[src/rtl/rtc_irq_pkg.sv]
// Shared constants for the RTC interrupt flag controller: register
// addresses, bit positions and the alarm don't-care code.
package rtc_irq_pkg;
    localparam int BYTE_W = 8;
    localparam int ADDR_W = 2;

    typedef enum logic [ADDR_W-1:0] {
        SEL_NONE = 2'd0,
        SEL_CTL  = 2'd1,
        SEL_EVT  = 2'd2,
        SEL_STS  = 2'd3
    } reg_sel_e;

    // control register bit positions
    localparam int CTL_INH = 7;
    localparam int CTL_PIE = 6;
    localparam int CTL_AIE = 5;
    localparam int CTL_UIE = 4;
    localparam int CTL_SQE = 3;
    localparam int CTL_GEN_W = 3;

    // flag vector indices (periodic, alarm, update)
    localparam int FLG_PF = 2;
    localparam int FLG_AF = 1;
    localparam int FLG_UF = 0;
    localparam int NUM_FLG = 3;

    // top two bits of an alarm byte equal to this mean "any value"
    localparam logic [1:0] ALM_DONT_CARE = 2'b11;
endpackage

[src/rtl/rtc_alarm_cmp.sv]
// Alarm comparator. Compares NUM_FIELDS present-time bytes with their
// alarm bytes. A field whose alarm byte carries the don't-care code in
// its two top bits always matches. Purely combinational.
module rtc_alarm_cmp
    import rtc_irq_pkg::*;
#(
    parameter int NUM_FIELDS = 3,
    parameter int FIELD_W    = BYTE_W
) (
    input  logic [NUM_FIELDS*FIELD_W-1:0] cur_vec,
    input  logic [NUM_FIELDS*FIELD_W-1:0] alm_vec,
    output logic                          all_hit
);
    logic [NUM_FIELDS-1:0] field_hit;

    for (genvar g = 0; g < NUM_FIELDS; g++) begin : g_field
        logic [FIELD_W-1:0] cur_b;
        logic [FIELD_W-1:0] alm_b;
        assign cur_b = cur_vec[g*FIELD_W +: FIELD_W];
        assign alm_b = alm_vec[g*FIELD_W +: FIELD_W];
        // one field matches when ignored or equal
        assign field_hit[g] = (alm_b[FIELD_W-1 -: 2] == ALM_DONT_CARE) ||
                              (alm_b == cur_b);
    end

    assign all_hit = &field_hit;
endmodule

[src/rtl/rtc_irq_flags.sv]
// Sticky event flags and summary flag. Set requests win over a
// same-cycle clear, so no event is lost. The summary flag is set on the
// same edge as an enabled flag. It is cleared only by the read-clear.
// Assumes set strobes are single-cycle.
module rtc_irq_flags
    import rtc_irq_pkg::*;
(
    input  logic               clk,
    input  logic               rst_n,
    input  logic [NUM_FLG-1:0] set_req,
    input  logic [NUM_FLG-1:0] enable,
    input  logic               rd_clr,
    output logic [NUM_FLG-1:0] flags,
    output logic               intf
);
    logic [NUM_FLG-1:0] flags_q, flags_d;
    logic               intf_q, intf_d;

    // next-state: clear on read, then merge new events and summary
    always_comb begin
        flags_d = (rd_clr ? '0 : flags_q) | set_req;
        intf_d  = (rd_clr ? 1'b0 : intf_q) | (|(enable & flags_d));
    end

    // state register with synchronous reset
    always_ff @(posedge clk) begin
        if (!rst_n) begin
            flags_q <= '0;
            intf_q  <= 1'b0;
        end else begin
            flags_q <= flags_d;
            intf_q  <= intf_d;
        end
    end

    assign flags = flags_q;
    assign intf  = intf_q;
endmodule

[src/rtl/rtc_irq_regs.sv]
// Host register interface: control register, read multiplexer and
// event read-clear strobe. Reset clears only the enable bits. Inhibit
// and general bits keep their values. Read data is registered.
module rtc_irq_regs
    import rtc_irq_pkg::*;
(
    input  logic               clk,
    input  logic               rst_n,
    input  logic               wr_en,
    input  logic               rd_en,
    input  logic [ADDR_W-1:0]  addr,
    input  logic [BYTE_W-1:0]  wr_data,
    input  logic [NUM_FLG-1:0] flags,
    input  logic               intf,
    input  logic               ram_ok,
    output logic [BYTE_W-1:0]  ctl_byte,
    output logic [BYTE_W-1:0]  rd_data,
    output logic               rd_clr
);
    logic                 ctl_wr;
    logic                 pie_q, aie_q, uie_q, sqe_q;
    logic                 inh_q;
    logic [CTL_GEN_W-1:0] gen_q;
    logic [BYTE_W-1:0]    rd_mux;
    logic [BYTE_W-1:0]    rd_q;

    assign ctl_wr = wr_en && (addr == SEL_CTL);
    assign rd_clr = rd_en && (addr == SEL_EVT);

    // enable bits: cleared by reset, update enable blocked by inhibit
    always_ff @(posedge clk) begin
        if (!rst_n) begin
            pie_q <= 1'b0;
            aie_q <= 1'b0;
            uie_q <= 1'b0;
            sqe_q <= 1'b0;
        end else if (ctl_wr) begin
            pie_q <= wr_data[CTL_PIE];
            aie_q <= wr_data[CTL_AIE];
            uie_q <= wr_data[CTL_UIE] & ~wr_data[CTL_INH];
            sqe_q <= wr_data[CTL_SQE];
        end
    end

    // inhibit and general bits: not touched by reset
    always_ff @(posedge clk) begin
        if (ctl_wr) begin
            inh_q <= wr_data[CTL_INH];
            gen_q <= wr_data[CTL_GEN_W-1:0];
        end
    end

    assign ctl_byte = {inh_q, pie_q, aie_q, uie_q, sqe_q, gen_q};

    // read multiplexer
    always_comb begin
        case (addr)
            SEL_CTL: rd_mux = ctl_byte;
            SEL_EVT: rd_mux = {intf, flags[FLG_PF], flags[FLG_AF],
                               flags[FLG_UF], 4'b0000};
            SEL_STS: rd_mux = {ram_ok, 7'b0000000};
            default: rd_mux = '0;
        endcase
    end

    // registered read data
    always_ff @(posedge clk) begin
        if (!rst_n)     rd_q <= '0;
        else if (rd_en) rd_q <= rd_mux;
    end

    assign rd_data = rd_q;
endmodule

[src/rtl/rtc_irq_ctrl.sv]
// RTC interrupt flag controller top. Joins the alarm comparator, the
// flag store and the host registers. Assumes the strobes last one
// cycle and the time and alarm bytes are stable while upd_done is high.
module rtc_irq_ctrl
    import rtc_irq_pkg::*;
#(
    parameter int NUM_FIELDS = 3,
    parameter int FIELD_W    = BYTE_W
) (
    input  logic               clk,
    input  logic               rst_n,
    input  logic               wr_en,
    input  logic               rd_en,
    input  logic [ADDR_W-1:0]  addr,
    input  logic [BYTE_W-1:0]  wr_data,
    output logic [BYTE_W-1:0]  rd_data,
    input  logic               upd_done,
    input  logic               per_tick,
    input  logic [FIELD_W-1:0] cur_hour,
    input  logic [FIELD_W-1:0] cur_min,
    input  logic [FIELD_W-1:0] cur_sec,
    input  logic [FIELD_W-1:0] alm_hour,
    input  logic [FIELD_W-1:0] alm_min,
    input  logic [FIELD_W-1:0] alm_sec,
    input  logic               ram_ok,
    output logic               irq_drive
);
    localparam int VEC_W = NUM_FIELDS * FIELD_W;

    logic [VEC_W-1:0]   cur_vec, alm_vec;
    logic               alarm_hit;
    logic [NUM_FLG-1:0] set_req, enable, flags;
    logic               intf, rd_clr;
    logic [BYTE_W-1:0]  ctl_byte;

    assign cur_vec = {cur_hour, cur_min, cur_sec};
    assign alm_vec = {alm_hour, alm_min, alm_sec};

    rtc_alarm_cmp #(.NUM_FIELDS(NUM_FIELDS), .FIELD_W(FIELD_W)) u_cmp (
        .cur_vec (cur_vec),
        .alm_vec (alm_vec),
        .all_hit (alarm_hit)
    );

    // event requests in flag order {periodic, alarm, update}
    assign set_req = {per_tick, upd_done & alarm_hit, upd_done};
    assign enable  = {ctl_byte[CTL_PIE], ctl_byte[CTL_AIE],
                      ctl_byte[CTL_UIE] & ~ctl_byte[CTL_INH]};

    rtc_irq_flags u_flags (
        .clk     (clk),
        .rst_n   (rst_n),
        .set_req (set_req),
        .enable  (enable),
        .rd_clr  (rd_clr),
        .flags   (flags),
        .intf    (intf)
    );

    rtc_irq_regs u_regs (
        .clk      (clk),
        .rst_n    (rst_n),
        .wr_en    (wr_en),
        .rd_en    (rd_en),
        .addr     (addr),
        .wr_data  (wr_data),
        .flags    (flags),
        .intf     (intf),
        .ram_ok   (ram_ok),
        .ctl_byte (ctl_byte),
        .rd_data  (rd_data),
        .rd_clr   (rd_clr)
    );

    assign irq_drive = intf;
endmodule

[config.mk]
export PLATFORM = sky130hd
export DESIGN_NAME = rtc_irq_ctrl
export DESIGN_NICKNAME = d
export VERILOG_FILES = /design/src/rtl/rtc_irq_pkg.sv /design/src/rtl/rtc_alarm_cmp.sv /design/src/rtl/rtc_irq_flags.sv /design/src/rtl/rtc_irq_regs.sv /design/src/rtl/rtc_irq_ctrl.sv
export SDC_FILE = /design/constraint.sdc
export NUM_CORES = 1
export LEC_CHECK = 0
export BUFFER_PORTS_ARGS = -buffer_cell sky130_fd_sc_hd__buf_4
export CORE_ASPECT_RATIO = 0.6
export CORE_MARGIN = 2
export CORE_UTILIZATION = 37
export CTS_CLUSTER_DIAMETER = 30
export CTS_CLUSTER_SIZE = 16
export DETAILED_ROUTE_END_ITERATION = 8
export GPL_ROUTABILITY_DRIVEN = 1
export PLACE_DENSITY = 0.85
export SLEW_MARGIN = 20
export SYNTH_ARGS = -nofsm -noshare
export SYNTH_HDL_FRONTEND = slang
export SYNTH_SLANG_ARGS = --single-unit
export TNS_END_PERCENT = 10
[constraint.sdc]
create_clock -name clk -period 1.4 [get_ports clk]
set_input_delay 0.28 -clock clk [delete_from_list [all_inputs] [get_ports clk]]
set_output_delay 0.28 -clock clk [all_outputs]
set_load 0.01 [all_outputs]
==> flow_summary.json, run 1 <==
{
  "status": "finished with violations",
  "violations": "negative setup slack",
  "gp_congestion": 0.832,
  "required_ns": 1.60,
  "final_cells": 232,
  "antenna-diode-count": 0,
  "gr-total-overflow": 0,
  "ys_warn_count": 0,
  "grt_pass1_wl_um": 5260,
  "clkSinkCount": 20,
  "vias": 1109,
  "io_pins": 74,
  "timing.rr.end": "u_regs.rd_data[7]",
  "synthAdderAreaFrac_pct": 0,
  "synth_compound_area_share_pct": 16.7,
  "first_iter_violations": 90,
  "largest_register_ff_count": 8,
  "worstSetupStartpointType": "input pin",
  "wirelength_um": 3330,
  "rows": 15,
  "dp_hpwl_um": 2670,
  "worstPathMaxFanout": 2,
  "drv_slew": 0,
  "start_util_pct": 38.4,
  "grt_antenna_before_repair": 0,
  "finalSetupViolations": 1,
  "cts_tree": "built",
  "dr.pass1.iters": 4,
  "nets": 256,
  "synth_nets": 180,
  "post-cts-setup-buffers": 0,
  "syn_to_final_growth_pct": 66.5,
  "cts_made_buffers": 3,
  "track_usage_pct": 21.3,
  "synthSimpleGateAreaFrac_pct": 20.0,
  "die-area_mm2": 0.00340,
  "drive_gt1_share_pct": 46.3,
  "crit_start": "cur_sec[6]",
  "die_h_um": 46.0,
  "netlist_instances": 115,
  "dpl.cell_count": 228,
  "die_w_um": 74.0,
  "min_path_type": "in -> reg",
  "coreArea_mm2": 0.00283,
  "postSynthAreaPerCell_um2": 9.45,
  "path_clk_slew_ns": 0.07,
  "ant_nets": 0,
  "cp-end-kind": "register",
  "clockRootBuffer": "clkbuf_8",
  "arrival_ns": 1.64,
  "min_period_ns": 1.44,
  "synthMuxAreaShare_pct": 1.04,
  "power_density_mw_per_mm2": 843,
  "final_hold_viol_count": 0,
  "r2r_start": "u_flags.intf",
  "drc_errors": 0,
  "synth_area_leaders": "dfxtp_1, xor2_1, edfxtp_1, a21boi_0, a22oi_1",
  "path_class": "in -> reg",
  "synth-seq-cells": 20,
  "synth_top_area_cell": "dfxtp_1",
  "finalCritPeriodShare_pct": 103,
  "fin_area_mm2": 0.00181,
  "ir_drop_mv": 0.575,
  "rsz0062_at_grt": "true",
  "maxCapViolations": 0,
  "synth_cell_types": 21,
  "synthXorXnorAreaFrac_pct": 19.3,
  "viasPerCell": 4.78,
  "ys_seq_area_share_pct": 40.5,
  "setup_ws_ns": -0.0410,
  "fmax_ghz": 0.694,
  "cts_max_path_buffers": 2,
  "grt_max_degree": 18,
  "rrSetupSlack_ns": 0.38,
  "p_leak_nw": 0.837,
  "port_buffers": 73,
  "crit_path_end": "u_flags.intf",
  "htreeDepth": 1,
  "clock_latency_ns": 0.26,
  "avgRoutedWirePerCell_um": 14.4,
  "r2r.worst_path.cells": 4,
  "syn-cell-area_mm2": 0.00109,
  "dpl-instance-area_mm2": 0.00169,
  "grt_pass1_vias": 1148,
  "worst_pin_slew_ns": 0.272,
  "slew_headroom_pct": 81.7,
  "yosysTopAreaCellShare_pct": 29.5,
  "skew_ns": 0.000668,
  "synth_top_family_by_area": "simple AND/OR/NAND/NOR gates",
  "min_from": "wr_data[2]"
}
[worst min-delay path by stage]
stage | endpoint | slack, ns | cells past startpoint
2_1_floorplan | u_regs.gen_q[0] | 0.38 | 0
3_3_place_gp | u_regs.sqe_q | 0.46 | 2
3_5_place_dp | u_regs.gen_q[2] | 0.46 | 1
4_1_cts | u_regs.gen_q[2] | 0.19 | 1
5_1_grt | u_regs.gen_q[2] | 0.18 | 1
6_report | u_regs.gen_q[2] | 0.19 | 1
[cells by family (layout without fill, tap and decap cells)]
| logic type | after synthesis | count (layout) |
|---|---|---|
| simple gates | 38 | 38 |
| flops | 20 | 20 |
| xor+xnor | 24 | 24 |
| mux | 1 | 1 |
| compound gates | 25 | 25 |
| buf+inv | 7 | 82 |
[cells in the final DEF (no fill, tap or decap), types with 3 or more instances in the layout]
master / instances
buf_4: 70
xor2_1: 23
dfxtp_1: 16
nand2_1: 14
a21boi_0: 7
a22oi_1: 6
buf_6: 6
nor2b_1: 5
nand3_1: 5
a21oi_1: 5
nand2b_1: 4
nor4_2: 4
o211a_1: 4
edfxtp_1: 4
clkbuf_8: 3
[critical path: stages]
cell	delay [ns]
buf_6	0.10
xor2_2	0.16
nor4_2	0.32
a22oi_2	0.11
or4_4	0.53
o21ai_1	0.13
[what timing repair did]
action,4_1_cts,5_1_grt
resized for setup,4,6
endpoints found under the setup margin,2,2
endpoints found under the hold margin,0,0
hold buffers,0,0
pin swaps,6,7
[synthesized netlist by cell type]
master    number
dfxtp_1       16
o22ai_1        1
xor2_1        24
inv_1          2
nor4_2         2
nor2b_1        5
a21boi_0       7
nor3b_1        1
o21ai_1        1
nand3_1        5
edfxtp_1       4
clkbuf_1       5
nor4_1         4
nand2_1       14
o211a_1        4
nand3b_1       2
or4_4          1
mux2_2         1
a22oi_1        7
a21oi_1        5
nand2b_1       4
[metrics by stage]
| step | setup TNS [ns] | total power, mW | hold WS, ns | utilization [%] | worst slack (ns) |
|---|---|---|---|---|---|
| 4_1_cts | -0.102 | 1.53 | 0.188 | 62.7 | -0.0741 |
| 2_1_floorplan | -0.0653 | 0.751 | 0.379 | - | -0.0639 |
| 6_report | -0.0410 | 1.53 | 0.195 | 63.9 | -0.0410 |
| 3_3_place_gp | -0.473 | 0.937 | 0.455 | 59.7 | -0.267 |
| 5_1_grt | -0.0868 | 1.60 | 0.177 | 63.9 | -0.0787 |
| 3_5_place_dp | -0.684 | 0.949 | 0.460 | 59.7 | -0.372 |
[where the power goes]
part	leakage (nW)	switching (mW)	total (mW)	internal, mW
Sequential	0.168	0.0131	0.624	0.611
Combinational	0.634	0.130	0.330	0.200
Clock	0.0357	0.191	0.572	0.381
Total	0.837	0.334	1.53	1.19
[cell type report]
cell class	count	area [µm²]
clock inverters	1	30.0
fillers	239	1020
repair buffers	76	593
flip-flops and latches	20	440
multi-input cells	88	646
well taps	42	52.6
clock buffers	3	41.3
inverters	2	7.51
[metal layers]
layer	global-route usage [%]	wire length, µm	vias up
li1	-	-	552
met1	26.6	1390	526
met2	36.4	1760	27
met3	6.42	157	4
met4	5.45	22	0
met5	0	0	-
(Power assumes the default switching activity.)
==> inputs of run 2 (changes only) <==
--- a/config.mk
+++ b/config.mk
@@ -8,12 +8,12 @@
 export BUFFER_PORTS_ARGS = -buffer_cell sky130_fd_sc_hd__buf_4
 export CORE_ASPECT_RATIO = 0.6
 export CORE_MARGIN = 2
-export CORE_UTILIZATION = 37
+export CORE_UTILIZATION = 44
 export CTS_CLUSTER_DIAMETER = 30
 export CTS_CLUSTER_SIZE = 16
 export DETAILED_ROUTE_END_ITERATION = 8
 export GPL_ROUTABILITY_DRIVEN = 1
-export PLACE_DENSITY = 0.85
+export PLACE_DENSITY = 0.93
 export SLEW_MARGIN = 20
 export SYNTH_ARGS = -nofsm -noshare
 export SYNTH_HDL_FRONTEND = slang
==> constraint.sdc (replaced) <==
create_clock -name clk -period 1.7 [get_ports clk]
set_input_delay 0.34 -clock clk [delete_from_list [all_inputs] [get_ports clk]]
set_output_delay 0.34 -clock clk [all_outputs]
set_load 0.01 [all_outputs]
==> flow_summary.json, run 2 (synthesis gave the netlist of run 1 again) <==
{
  "status": "completed",
  "grt_antenna_before_repair": 0,
  "io_pins": 74,
  "gr-total-overflow": 0,
  "final_hold_viol_count": 0,
  "cts_tree": "built",
  "rows": 13,
  "dpl_worst_slack_ns": -0.253,
  "clock_latency_ns": 0.26,
  "hold_buffers": 0,
  "clockRootBuffer": "clkbuf_8",
  "required_ns": 1.88,
  "crit_path_end": "u_flags.intf",
  "syn_to_final_growth_pct": 59.0,
  "die_h_um": 42.5,
  "grt_max_degree": 19,
  "fin_hold_ws_ns": 0.255,
  "most-common-layout-cells": "buf_4, xor2_1, dfxtp_1, nand2_1",
  "rsz0062_at_grt": "false",
  "grt_pass1_vias": 1112,
  "die_w_um": 68.2,
  "coreArea_mm2": 0.00224,
  "power.total_mw": 1.13,
  "ir_drop_mv": 0.434,
  "worstPathMaxFanout": 2,
  "htreeDepth": 1,
  "drc_errors": 0,
  "path_class": "in -> reg",
  "track_usage_pct": 23.4,
  "path_clk_slew_ns": 0.07,
  "vias": 1137,
  "nets": 254,
  "grt_pass1_wl_um": 4980,
  "regArea_um2": 440,
  "clkSinkCount": 20,
  "worst_pin_slew_ns": 0.289,
  "worstSetupStartpointType": "input pin",
  "r2r_start": "u_flags.intf",
  "min_period_ns": 1.66,
  "drv_slew": 0,
  "viasPerCell": 5.22,
  "gp_congestion": 0.790,
  "layout_commonest_cell": "buf_4",
  "finalSetupViolations": 0,
  "p_leak_nw": 0.811,
  "power_density_mw_per_mm2": 656,
  "multi_input_area_um2": 633,
  "avgRoutedWirePerCell_um": 15.6,
  "crit_start": "alm_sec[6]",
  "slew_headroom_pct": 80.6,
  "drive_gt1_share_pct": 44.7,
  "skew_ns": 0.000916,
  "first_iter_violations": 84,
  "antenna-diode-count": 0,
  "maxCapViolations": 0,
  "rrSetupSlack_ns": 0.68,
  "wirelength_um": 3400,
  "fmax_ghz": 0.603,
  "setup_ws_ns": 0.0428,
  "cp-end-kind": "register",
  "start_util_pct": 48.4,
  "ant_nets": 0,
  "dr.pass1.iters": 4,
  "dp_hpwl_um": 2690,
  "timing.rr.end": "u_regs.rd_data[7]",
  "r2r.worst_path.cells": 4,
  "largest_register_ff_count": 8,
  "fillCellCount": 147,
  "tns_ns": 0,
  "cts_made_buffers": 3,
  "arrival_ns": 1.84,
  "cts_max_path_buffers": 2,
  "min_path_type": "in -> reg",
  "final_core_util_pct": 77.0,
  "die-area_mm2": 0.00290,
  "port_buffers": 73,
  "finalCritPeriodShare_pct": 97.5
}
[run 2: report_power, final]
group / internal [mW] / switching, mW / leakage, nW
sequential: 0.503 / 0.0108 / 0.168
combinational: 0.156 / 0.106 / 0.615
clock: 0.206 / 0.152 / 0.0288
[run 2: how the worst min path moves through the flow]
stage	startpoint	endpoint	cells after the start
after floorplan	wr_data[0]	u_regs.gen_q[0]	0
after global placement	u_regs.sqe_q	u_regs.sqe_q	2
after detailed placement	u_flags.flags[1]	u_flags.flags[1]	2
after CTS	wr_data[1]	u_regs.gen_q[1]	1
after global routing	wr_data[2]	u_regs.gen_q[2]	1
final	wr_data[1]	u_regs.gen_q[1]	1
[run 2: worst max-delay path, cell delays in order]
cell     delay, ns
buf_4         0.13
xor2_1        0.17
nor4_2        0.34
a22oi_1       0.15
or4_4         0.54
o21ai_1       0.17
[run 2: through the flow]
| stage | cells | cell area (µm²) |
|---|---|---|
| 2_1_floorplan | 115 | 1090 |
| 3_3_place_gp | 214 | 1660 |
| 3_5_place_dp | 214 | 1660 |
| 4_1_cts | 218 | 1730 |
| 5_1_grt | 218 | 1730 |
| 6_report | 218 | 1730 |
[run 2: area by class of cell]
class                   instances  area share, %
inverters                       2          0.434
flip-flops and latches         20           25.5
repair buffers                 74           32.1
multi-input cells              88           36.6
clock buffers                   4           3.18
well taps                      30           2.17
[run 2: metal layers]
layer | GRT usage (%) | routed length [µm]
met5 | 0 | 0
met4 | 4.80 | 34
met3 | 4.57 | 258
met2 | 42.3 | 1730
met1 | 28.2 | 1380
[run 2: what timing repair did]
item / in CTS / in global routing
endpoints found under the setup margin: 1 / 0
resized for setup: 2 / 0
setup buffers: 0 / 0
